## config.mk

```make
export PLATFORM = sky130hd
export DESIGN_NAME = nand_ecc_corrector
export DESIGN_NICKNAME = d
export VERILOG_FILES = /design/src/rtl/nand_ecc_pkg.sv /design/src/rtl/nand_ecc_repack.sv /design/src/rtl/nand_ecc_syndrome.sv /design/src/rtl/nand_ecc_classify.sv /design/src/rtl/nand_ecc_corrector.sv
export SDC_FILE = /design/constraint.sdc
export NUM_CORES = 1
export LEC_CHECK = 0
export ABC_AREA = 1
export BUFFER_PORTS_ARGS = -buffer_cell sky130_fd_sc_hd__buf_2
export CAP_MARGIN = 15
export CORE_ASPECT_RATIO = 0.7
export CORE_UTILIZATION = 54
export DETAILED_ROUTE_END_ITERATION = 8
export PLACE_DENSITY = 0.88
export SLEW_MARGIN = 20
export SYNTH_ARGS = -nofsm -noshare
export SYNTH_HDL_FRONTEND = slang
export SYNTH_HIERARCHICAL = 1
export SYNTH_SLANG_ARGS = --single-unit
```

## constraint.sdc

```tcl
create_clock -name clk -period 9.6 [get_ports clk]
set_input_delay 1.92 -clock clk [delete_from_list [all_inputs] [get_ports clk]]
set_output_delay 1.92 -clock clk [all_outputs]
set_load 0.01 [all_outputs]
```

## src/rtl/nand_ecc_pkg.sv

```systemverilog
`timescale 1ns/1ps
// Shared types for the sector ECC corrector.
package nand_ecc_pkg;

    // Per-sector verdict; the encoding is visible on stat_code.
    typedef enum logic [1:0] {
        SEC_CLEAN = 2'b00,
        SEC_FIXED = 2'b01,
        SEC_FAIL  = 2'b10
    } sec_status_e;

endpackage

```

## src/rtl/nand_ecc_repack.sv

```systemverilog
`timescale 1ns/1ps
// Splits a raw sector code into even and odd parity vectors indexed by span.
// Assumes PAIRS >= 9: the low eight spans sit in two whole bytes, and the
// remaining spans share the third field, even half below odd half.
module nand_ecc_repack #(
    parameter int PAIRS = 12
) (
    input  logic [2*PAIRS-1:0] raw,
    output logic [PAIRS-1:0]   even_par,
    output logic [PAIRS-1:0]   odd_par
);
    localparam int LO = 8;
    localparam int HI = PAIRS - LO;

    genvar k;
    generate
        for (k = 0; k < PAIRS; k++) begin : g_span
            if (k < LO) begin : g_low
                // low spans: even byte then odd byte
                assign even_par[k] = raw[k];
                assign odd_par[k]  = raw[LO + k];
            end else begin : g_high
                // high spans: shared field, even nibble below odd nibble
                assign even_par[k] = raw[2*LO + (k - LO)];
                assign odd_par[k]  = raw[2*LO + HI + (k - LO)];
            end
        end
    endgenerate
endmodule

```

## src/rtl/nand_ecc_syndrome.sv

```systemverilog
`timescale 1ns/1ps
// First pipeline stage: repacks both codes, forms the syndrome and its
// weight, and flags the equal and erased cases. Everything is registered
// when load is high; otherwise the stage empties.
module nand_ecc_syndrome #(
    parameter int PAIRS = 12,
    parameter int SEC_W = 2
) (
    input  logic                      clk,
    input  logic                      rst_n,
    input  logic                      load,
    input  logic [SEC_W-1:0]          load_idx,
    input  logic                      load_last,
    input  logic [2*PAIRS-1:0]        stored_raw,
    input  logic [2*PAIRS-1:0]        calc_raw,
    output logic                      s1_valid,
    output logic [SEC_W-1:0]          s1_idx,
    output logic                      s1_last,
    output logic [PAIRS-1:0]          s1_syn_odd,
    output logic [$clog2(2*PAIRS+1)-1:0] s1_pop,
    output logic                      s1_erased,
    output logic                      s1_same
);
    localparam int CODE_W = 2 * PAIRS;
    localparam int POP_W  = $clog2(CODE_W + 1);

    logic [PAIRS-1:0]  st_even, st_odd, ca_even, ca_odd;
    logic [PAIRS-1:0]  syn_even, syn_odd;
    logic [CODE_W-1:0] syn_all;
    logic [POP_W-1:0]  pop_c;
    logic              erased_c, same_c;

    nand_ecc_repack #(.PAIRS(PAIRS)) u_rp_stored (
        .raw      (stored_raw),
        .even_par (st_even),
        .odd_par  (st_odd)
    );

    nand_ecc_repack #(.PAIRS(PAIRS)) u_rp_calc (
        .raw      (calc_raw),
        .even_par (ca_even),
        .odd_par  (ca_odd)
    );

    // Syndrome halves: even against even, odd against odd
    assign syn_even = st_even ^ ca_even;
    assign syn_odd  = st_odd  ^ ca_odd;
    assign syn_all  = {syn_odd, syn_even};

    // Syndrome weight
    always_comb begin
        pop_c = '0;
        for (int i = 0; i < CODE_W; i++) begin
            pop_c = pop_c + POP_W'(syn_all[i]);
        end
    end

    // Erased sector: stored all ones, computed all zeros
    assign erased_c = (&stored_raw) && (ca_even == '0) && (ca_odd == '0);
    assign same_c   = (stored_raw == calc_raw);

    // Stage register
    always_ff @(posedge clk) begin
        if (!rst_n) begin
            s1_valid   <= 1'b0;
            s1_idx     <= '0;
            s1_last    <= 1'b0;
            s1_syn_odd <= '0;
            s1_pop     <= '0;
            s1_erased  <= 1'b0;
            s1_same    <= 1'b0;
        end else begin
            s1_valid <= load;
            if (load) begin
                s1_idx     <= load_idx;
                s1_last    <= load_last;
                s1_syn_odd <= syn_odd;
                s1_pop     <= pop_c;
                s1_erased  <= erased_c;
                s1_same    <= same_c;
            end
        end
    end
endmodule

```

## src/rtl/nand_ecc_classify.sv

```systemverilog
`timescale 1ns/1ps
// Second pipeline stage: classifies the registered syndrome and registers the
// status and the repair strobe. fail_now exposes the verdict one cycle early
// so that the sequencer can stop issuing sectors.
module nand_ecc_classify
    import nand_ecc_pkg::*;
#(
    parameter int PAIRS  = 12,
    parameter int SEC_W  = 2,
    parameter int BYTE_W = 9,
    parameter int ADDR_W = 11
) (
    input  logic                      clk,
    input  logic                      rst_n,
    input  logic                      s1_valid,
    input  logic [SEC_W-1:0]          s1_idx,
    input  logic                      s1_last,
    input  logic [PAIRS-1:0]          s1_syn_odd,
    input  logic [$clog2(2*PAIRS+1)-1:0] s1_pop,
    input  logic                      s1_erased,
    input  logic                      s1_same,
    output logic                      fail_now,
    output logic                      stat_valid,
    output logic [1:0]                stat_code,
    output logic [SEC_W-1:0]          stat_sector,
    output logic                      stat_last,
    output logic [BYTE_W-1:0]         fix_byte,
    output logic [2:0]                fix_bit,
    output logic                      fix_we,
    output logic [ADDR_W-1:0]         fix_addr,
    output logic [7:0]                fix_mask
);
    localparam int POP_W = $clog2(2*PAIRS + 1);

    sec_status_e        cls;
    logic [BYTE_W-1:0]  loc_byte;
    logic [2:0]         loc_bit;

    // Verdict: equal codes, then one flipped data bit, then erased page
    always_comb begin
        if (s1_same)                          cls = SEC_CLEAN;
        else if (s1_pop == POP_W'(PAIRS))     cls = SEC_FIXED;
        else if (s1_erased)                   cls = SEC_CLEAN;
        else                                  cls = SEC_FAIL;
    end

    // Error location from the odd-parity syndrome bits
    assign loc_bit  = s1_syn_odd[2:0];
    assign loc_byte = s1_syn_odd[PAIRS-1:3];
    assign fail_now = s1_valid && (cls == SEC_FAIL);

    // Status and repair register
    always_ff @(posedge clk) begin
        if (!rst_n || !s1_valid) begin
            stat_valid  <= 1'b0;
            stat_code   <= SEC_CLEAN;
            stat_sector <= '0;
            stat_last   <= 1'b0;
            fix_byte    <= '0;
            fix_bit     <= '0;
            fix_we      <= 1'b0;
            fix_addr    <= '0;
            fix_mask    <= '0;
        end else begin
            stat_valid  <= 1'b1;
            stat_code   <= cls;
            stat_sector <= s1_idx;
            stat_last   <= s1_last || (cls == SEC_FAIL);
            if (cls == SEC_FIXED) begin
                fix_byte <= loc_byte;
                fix_bit  <= loc_bit;
                fix_we   <= 1'b1;
                fix_addr <= {s1_idx, loc_byte};
                fix_mask <= 8'd1 << loc_bit;
            end else begin
                fix_byte <= '0;
                fix_bit  <= '0;
                fix_we   <= 1'b0;
                fix_addr <= '0;
                fix_mask <= '0;
            end
        end
    end
endmodule

```

## src/rtl/nand_ecc_corrector.sv

```systemverilog
`timescale 1ns/1ps
// Page-level Hamming ECC corrector. Accepts a request when idle, feeds one
// sector per clock into the two-stage syndrome/classify pipeline and stops
// after the last sector or the first uncorrectable one.
// Assumes the code inputs hold steady while busy is high and that
// SECTOR_BYTES is a power of two of at least 64.
module nand_ecc_corrector #(
    parameter int SECTOR_BYTES = 512,
    parameter int SECTORS      = 4,
    localparam int BYTE_W = $clog2(SECTOR_BYTES),
    localparam int PAIRS  = BYTE_W + 3,
    localparam int CODE_W = 2 * PAIRS,
    localparam int SEC_W  = (SECTORS > 1) ? $clog2(SECTORS) : 1,
    localparam int ADDR_W = BYTE_W + SEC_W
) (
    input  logic                        clk,
    input  logic                        rst_n,
    input  logic                        start,
    input  logic                        page_mode,
    input  logic [SECTORS*CODE_W-1:0]   stored_code,
    input  logic [SECTORS*CODE_W-1:0]   calc_code,
    output logic                        busy,
    output logic                        stat_valid,
    output logic [1:0]                  stat_code,
    output logic [SEC_W-1:0]            stat_sector,
    output logic                        stat_last,
    output logic [BYTE_W-1:0]           fix_byte,
    output logic [2:0]                  fix_bit,
    output logic                        fix_we,
    output logic [ADDR_W-1:0]           fix_addr,
    output logic [7:0]                  fix_mask
);
    localparam int POP_W = $clog2(CODE_W + 1);

    logic [CODE_W-1:0] st_sec [SECTORS];
    logic [CODE_W-1:0] ca_sec [SECTORS];

    logic              busy_q;
    logic [SEC_W-1:0]  req_last_q;
    logic              accept, advance, load, load_last;
    logic [SEC_W-1:0]  load_idx, last_sel;

    logic              s1_valid, s1_last, s1_erased, s1_same, fail_now;
    logic [SEC_W-1:0]  s1_idx;
    logic [PAIRS-1:0]  s1_syn_odd;
    logic [POP_W-1:0]  s1_pop;

    // Per-sector slices of the flat code inputs
    genvar s;
    generate
        for (s = 0; s < SECTORS; s++) begin : g_slice
            assign st_sec[s] = stored_code[s*CODE_W +: CODE_W];
            assign ca_sec[s] = calc_code[s*CODE_W +: CODE_W];
        end
    endgenerate

    // Issue control: a fresh request or the next sector of the current one
    assign accept   = start && !busy_q;
    assign advance  = s1_valid && !s1_last && !fail_now;
    assign load     = accept || advance;
    assign load_idx = accept ? '0 : s1_idx + SEC_W'(1);
    assign last_sel = accept ? (page_mode ? SEC_W'(SECTORS - 1) : '0) : req_last_q;
    assign load_last = (load_idx == last_sel);

    // Request state: busy until the final status is registered
    always_ff @(posedge clk) begin
        if (!rst_n) begin
            busy_q     <= 1'b0;
            req_last_q <= '0;
        end else if (accept) begin
            busy_q     <= 1'b1;
            req_last_q <= last_sel;
        end else if (s1_valid && (s1_last || fail_now)) begin
            busy_q     <= 1'b0;
        end
    end

    assign busy = busy_q;

    nand_ecc_syndrome #(.PAIRS(PAIRS), .SEC_W(SEC_W)) u_syn (
        .clk        (clk),
        .rst_n      (rst_n),
        .load       (load),
        .load_idx   (load_idx),
        .load_last  (load_last),
        .stored_raw (st_sec[load_idx]),
        .calc_raw   (ca_sec[load_idx]),
        .s1_valid   (s1_valid),
        .s1_idx     (s1_idx),
        .s1_last    (s1_last),
        .s1_syn_odd (s1_syn_odd),
        .s1_pop     (s1_pop),
        .s1_erased  (s1_erased),
        .s1_same    (s1_same)
    );

    nand_ecc_classify #(
        .PAIRS(PAIRS), .SEC_W(SEC_W), .BYTE_W(BYTE_W), .ADDR_W(ADDR_W)
    ) u_cls (
        .clk         (clk),
        .rst_n       (rst_n),
        .s1_valid    (s1_valid),
        .s1_idx      (s1_idx),
        .s1_last     (s1_last),
        .s1_syn_odd  (s1_syn_odd),
        .s1_pop      (s1_pop),
        .s1_erased   (s1_erased),
        .s1_same     (s1_same),
        .fail_now    (fail_now),
        .stat_valid  (stat_valid),
        .stat_code   (stat_code),
        .stat_sector (stat_sector),
        .stat_last   (stat_last),
        .fix_byte    (fix_byte),
        .fix_bit     (fix_bit),
        .fix_we      (fix_we),
        .fix_addr    (fix_addr),
        .fix_mask    (fix_mask)
    );
endmodule

```

==> results.tsv, run 1 <==
metric	value	unit
grt_first_pass_wirelength	24900	um
numCtsBuffers	5	
run_status	finished, violations left	
synthCells	1017	
antenna_found_initial	0	
leakagePower	4.32	nW
yosys_warnings	6	
netlist_area	0.00573	mm^2
ios	235	
skew	0.00677	ns
fin_tns_setup	0	ns
die_h	88.2	um
start_util	55.5	%
final_nets	1386	
clock_latency	0.29	ns
syn_to_final_growth	14.9	%
drt-wirelength-per-cell	11.7	um
worstSetupPathType	in -> reg	
via_per_inst	4.72	
cts-root-buf	clkbuf_16	
die_w	125	um
worstReg2RegEnd	u_syn/s1_pop[2]	
worst_ep_required_time	9.78	ns
maxCapViolCount	0	
dpl.hpwl	12300	um
yosysTopAreaCell	nand2_1	
clockBufferDepth	2	
r2r_start	u_syn/s1_idx[0]	
period_share	78.2	%
clkSinkCount	55	
track_usage	27.9	%
n_antenna_cell	0	
total_power	2.48	mW
tightestPinTransition	0.961	ns
drc	27	
ys_top_cells_by_area	nand2_1, dfxtp_1, inv_1, buf_4, fa_1	
clkSlewWorstSetupHoldPaths	0.07	ns
drt_iter0_drc	424	
hold_viol_final	0	
postCtsSetupBuffers	0	
ys_ff_latch	55	
grt-ovfl-total	0	
die_area	0.0110	mm^2
hp-class	reg -> reg	
rsz0062_at_grt	no	
cts_resized	0	
finalCriticalPeriod	7.51	ns
via_count	6139	
wl	15200	um
crit_arrival	7.69	ns
violations	DRC	
yosysUniqueCellTypes	27	
cts_tree	done	
hold-path-endpoint	u_cls/fix_byte[3]	
avgSynthCellArea	5.63	um^2
critical_path.max_fanout	50	
drtAntennaViolNets	0	
grt_pass1_vias	5660	
yosysSeqAreaShare	19.2	%
start_kind	primary input	
cts_htree_levels	2	
ir_drop	0.000449	V
reg2reg_setup_slack	3.39	ns
pwr_density_cell	377	mW/mm^2
mappedNetlistNets	1236	
num_rows	31	
hold_start	u_syn/s1_syn_odd[6]	
max_freq	133	MHz
firstDrtPassIters	7	
endpoint_kind	register	
ff2ff_path_depth	21	
routabilityCongestion	0.981	
hold-path-cell-count	2	
yosys.area.top_type_share	27.0	%
setup_viol	0	
slew_viol_final	0	
coreArea	0.0103	mm^2
drive_gt1_share	22.9	%
holdBufCountCts	0	
port_buffers	234	
max_slew_margin	35.8	%
grt_max_degree	99	
worst max path at each step:
stage               slack [ns]               to  depth (start not counted)   from
floorplan                 3.14  u_syn/s1_pop[2]                         23  start
global placement          1.99  u_syn/s1_pop[2]                         20  start
detailed placement        1.84  u_syn/s1_pop[2]                         20  start
CTS                       2.14  u_syn/s1_pop[2]                         20  start
global route              1.66  u_syn/s1_pop[2]                         20  start
finish                    2.09  u_syn/s1_pop[2]                         20  start
logic make-up (layout without fill, tap and decap cells):
group / after synthesis / count (layout) / share of synthesized area (%)
xor gates and xnor gates: 30 / 30 / 4.59
AOI/OAI and AO/OA: 38 / 38 / 3.76
buffers and inverters: 292 / 443 / 24.3
and+or+nand+nor: 579 / 579 / 40.9
adders and majority gates: 23 / 23 / 7.25
DFF: 55 / 55 / 19.2
cells in the mapped netlist:
cell type / instances
inv_2: 5
fa_1: 17
a21oi_1: 9
xnor2_1: 7
dfxtp_1: 55
nand2_2: 3
buf_4: 61
clkbuf_1: 8
o21ba_2: 1
nand3b_1: 1
nor2_4: 3
o211ai_1: 8
buf_2: 17
nand3_1: 57
ha_1: 6
nand2_4: 3
nand2_1: 412
nor3_1: 3
buf_1: 1
nor2_2: 8
inv_1: 194
nand4_1: 7
buf_6: 6
o21ai_0: 20
xor2_1: 23
nor2_1: 81
or2_1: 1
critical path: stages:
cell	delay (ns)
buf_2	0.12
nand2_4	0.11
nand2_2	0.53
inv_2	0.87
nand2_1	0.14
nand2_1	0.16
xor2_1	0.17
inv_1	0.09
fa_1	0.48
fa_1	0.49
inv_1	0.06
fa_1	0.48
fa_1	0.51
fa_1	0.49
ha_1	0.17
inv_1	0.07
fa_1	0.45
xnor2_1	0.13
o21ai_0	0.16
inv_1	0.06
through the flow:
step	hold WS (ns)	cells	setup WS, ns	util [%]	area [um^2]
6_report	0.432	1300	2.09	63.8	6590
5_1_grt	0.451	1300	1.66	63.8	6590
4_1_cts	0.433	1300	2.14	63.8	6590
3_5_place_dp	0.422	1292	1.84	62.4	6440
3_3_place_gp	0.421	1292	1.99	62.4	6440
2_1_floorplan	0.408	1017	3.14	-	5730
registers in the layout, indices dropped and copies added (netlist names), 2 cells and up:
register           flops
u_cls/stat_code        2
u_cls/fix_byte         8
u_syn/s1_idx           2
u_cls/fix_bit          3
u_cls/fix_mask         8
u_syn/s1_syn_odd      12
u_cls/fix_addr         3
req_last_q             2
u_cls/stat_sector      2
u_syn/s1_pop           5
area by class of cell:
type | count | area [um^2]
fill | 1000 | 3730
multi-input combinational | 670 | 3240
timing repair buffer | 236 | 1190
sequential | 55 | 1100
inverter | 199 | 747
tap | 132 | 165
clock buffer | 5 | 125
clock inverter | 3 | 23.8
layer usage:
metal  vias to the layer above  track usage, %  part of all wire [%]  wire [um]
li1                       3197               -                     -          -
met1                      2661            34.7                    43       6590
met2                       255            48.6                    45       6900
met3                        26            7.39                   9.8       1490
met4                         0            6.87                   1.5        227
met5                         -               0                     0          0
power breakdown:
group | internal (mW) | switching (mW) | leakage, nW | total, mW
sequential | 0.256 | 0.0141 | 0.449 | 0.270
combinational | 0.896 | 1.14 | 3.80 | 2.03
clock | 0.0976 | 0.0813 | 0.0664 | 0.179
placed cells by master, fill, tap and decap left out, drive strengths merged:
cell,count
dfxtp,55
nor3,3
nand3,57
o21ba,1
o211ai,8
ha,6
nand4,7
buf,236
or2,1
o21ai,20
nand2,418
inv,200
nand3b,1
nor2,92
xor2,23
xnor2,7
clkinvlp,2
clkbuf,5
a21oi,9
fa,17
Power figures use the tool's default switching activity.
==> run 2, diff against run 1 <==
Settings changed: CORE_UTILIZATION 54 to 50, PLACE_DENSITY 0.88 to 0.83.
Clock period 9.6 ns to 7.65 ns, I/O delays scaled along.
==> run 2 against run 1 <==
The flow now finishes without violations; sequential power grew 25%; register-to-register slack lost 1.2 ns; clock power grew 44%; combinational power grew 25%; clock skew shrank 0.0022 ns; largest cell class unchanged.
==> results.tsv, run 2 (synthesis results as in run 1) <==
metric	value	unit	change
run_status	finished, final reports clean		
rsz0062_at_grt	no		
numCtsBuffers	5		unchanged
die_h	91.6	um	+3.8%
drtAntennaViolNets	0		unchanged
ios	235		unchanged
period_share	83.4	%	
hold_viol_final	0		unchanged
holdBufCountCts	0		unchanged
max_freq	157	MHz	
cts-root-buf	clkbuf_16		
fin_tns_setup	0	ns	unchanged
layout_common_cells	nand2_1, buf_2, inv_1, nor2_1, nand3_1		
num_rows	32		+3.2%
slowest_stage	fa_1		
total_power	3.13	mW	+26%
port_buffers	234		unchanged
clkSlewWorstSetupHoldPaths	0.07	ns	about the same
cp_cell_sequence	buf_2, nand2_4, nand2_4, buf_4, nand2_1, nand2_1, nand2_1, nand2_1, xor2_1, inv_1, fa_1, fa_1, inv_1, fa_1, fa_1, fa_1, ha_1, inv_1, fa_1, xnor2_1, o21ai_0, inv_1		
via_count	6056		-1.4%
grt_max_degree	70		-29%
start_kind	primary input		
skew	0.00453	ns	-0.00224 ns
drc	0		-100%
postCtsSetupBuffers	0		unchanged
hp-class	reg -> reg		
clockBufferDepth	2		unchanged
pwr_density_cell	468	mW/mm^2	+24%
track_usage	25.4	%	-2.4 points
ir_drop	0.000763	V	+70%
postPlaceCellArea	0.00651	mm^2	+1.2%
syn_to_final_growth	16.7	%	
firstDrtPassIters	5		-2
drt-wirelength-per-cell	11.3	um	-3.6%
wl	15000	um	-1.7%
grt_pass1_vias	5329		-5.8%
final_area	0.00669	mm^2	+1.5%
slew_viol_final	0		unchanged
crit_arrival	6.56	ns	-1.13 ns
finalCriticalPeriod	6.38	ns	
worstSetupPathType	in -> reg		
final_nets	1391		+0.36%
final_common_cell	nand2_1		
worst_ep_required_time	7.83	ns	-1.95 ns
maxCapViolCount	0		unchanged
clock_latency	0.29	ns	about the same
setup_viol	0		unchanged
cts_htree_levels	2		unchanged
leakagePower	4.37	nW	+1.1%
die_area	0.0119	mm^2	+7.8%
reg_top3	u_syn/s1_syn_odd: 12 flops, u_cls/fix_byte: 8 flops, u_cls/fix_mask: 8 flops		
via_per_inst	4.57		-3.3%
antenna_found_initial	0		unchanged
routabilityCongestion	0.943		-3.9%
dpl.hpwl	12200	um	-1.1%
cts_tree	done		
clkSinkCount	55		unchanged
fin_hold_ws	0.432	ns	+0.000468 ns
grt_first_pass_wirelength	24200	um	-2.5%
largest_reg_flops	12		unchanged
n_antenna_cell	0		unchanged
cpPeakStageDelay	0.50	ns	-0.37 ns
die_w	130	um	+3.9%
drive_gt1_share	23.2	%	+0.33 points
max_slew_margin	37.4	%	+1.6 points
cts_resized	0		unchanged
regMostFlops	u_syn/s1_syn_odd		
start_util	51.7	%	-3.9 points
endpoint_kind	register		
grt-ovfl-total	0		unchanged
critical_path.max_fanout	38		-24%
coreArea	0.0111	mm^2	+7.5%
drt_iter0_drc	527		+24%
tightestPinTransition	0.937	ns	-0.0244 ns
crit_path_frequent_cell	fa_1		
## run 2: changes by cell type in the layout (fill, tap and decap cells not counted)
cell / change
clkbuf_8: +1
clkinv_2: +1
buf_12: +1
buf_4: +4
clkinvlp_4: -2
bufinv_16: +1
inv_6: -1
## run 2: power breakdown
group | internal, mW | switching (mW)
clock network | 0.163 | 0.0956
logic | 1.12 | 1.41
registers | 0.321 | 0.0169
total | 1.61 | 1.52
## run 2: per-stage QoR
stage               std cells  util (%)  setup slack (ns)
global placement         1318      58.7              1.08
global route             1326      60.3             0.947
CTS                      1326      60.3              1.28
detailed placement       1318      58.7             0.982
floorplan                1017         -              1.58
finish                   1326      60.3              1.27
## run 2: final cells by class
type / instances / area [um^2]
flip-flops and latches: 55 / 1100
clock buffers: 6 / 139
multi-input cells: 670 / 3240
well taps: 153 / 191
inverters: 199 / 747
fillers: 1141 / 4400
clock inverters: 2 / 35.0
repair buffers: 241 / 1240
## run 2: worst paths after layout
check | from | to | slack [ns] | depth (start not counted)
hold reg to reg | u_syn/s1_syn_odd[8] | u_cls/fix_byte[5] | 0.43 | 2
setup reg to reg | busy | u_syn/s1_pop[2] | 2.22 | 22
setup / recovery | start | u_syn/s1_pop[2] | 1.27 | 22
hold / removal | u_syn/s1_syn_odd[8] | u_cls/fix_byte[5] | 0.43 | 2
## run 2: metal layers
metal / wire length [um] / up-vias / share of wire [%] / GRT usage (%)
li1: - / 3200 / - / -
met1: 7220 / 2604 / 48 / 35.5
met2: 6540 / 241 / 44 / 41.5
met3: 1120 / 11 / 7.5 / 4.89
met4: 78 / 0 / 0.52 / 3.00
met5: 0 / - / 0 / 0
## run 2: worst max-delay path: cells and delay by family
| family | cells | cell delay [ns] |
|---|---|---|
| AO/OA/AOI/OAI | 1 | 0.15 |
| buffers and inverters | 6 | 0.78 |
| XOR/XNOR | 2 | 0.31 |
| adder cells (fa/ha/maj) | 7 | 3.04 |
| AND/OR/NAND/NOR | 6 | 0.71 |
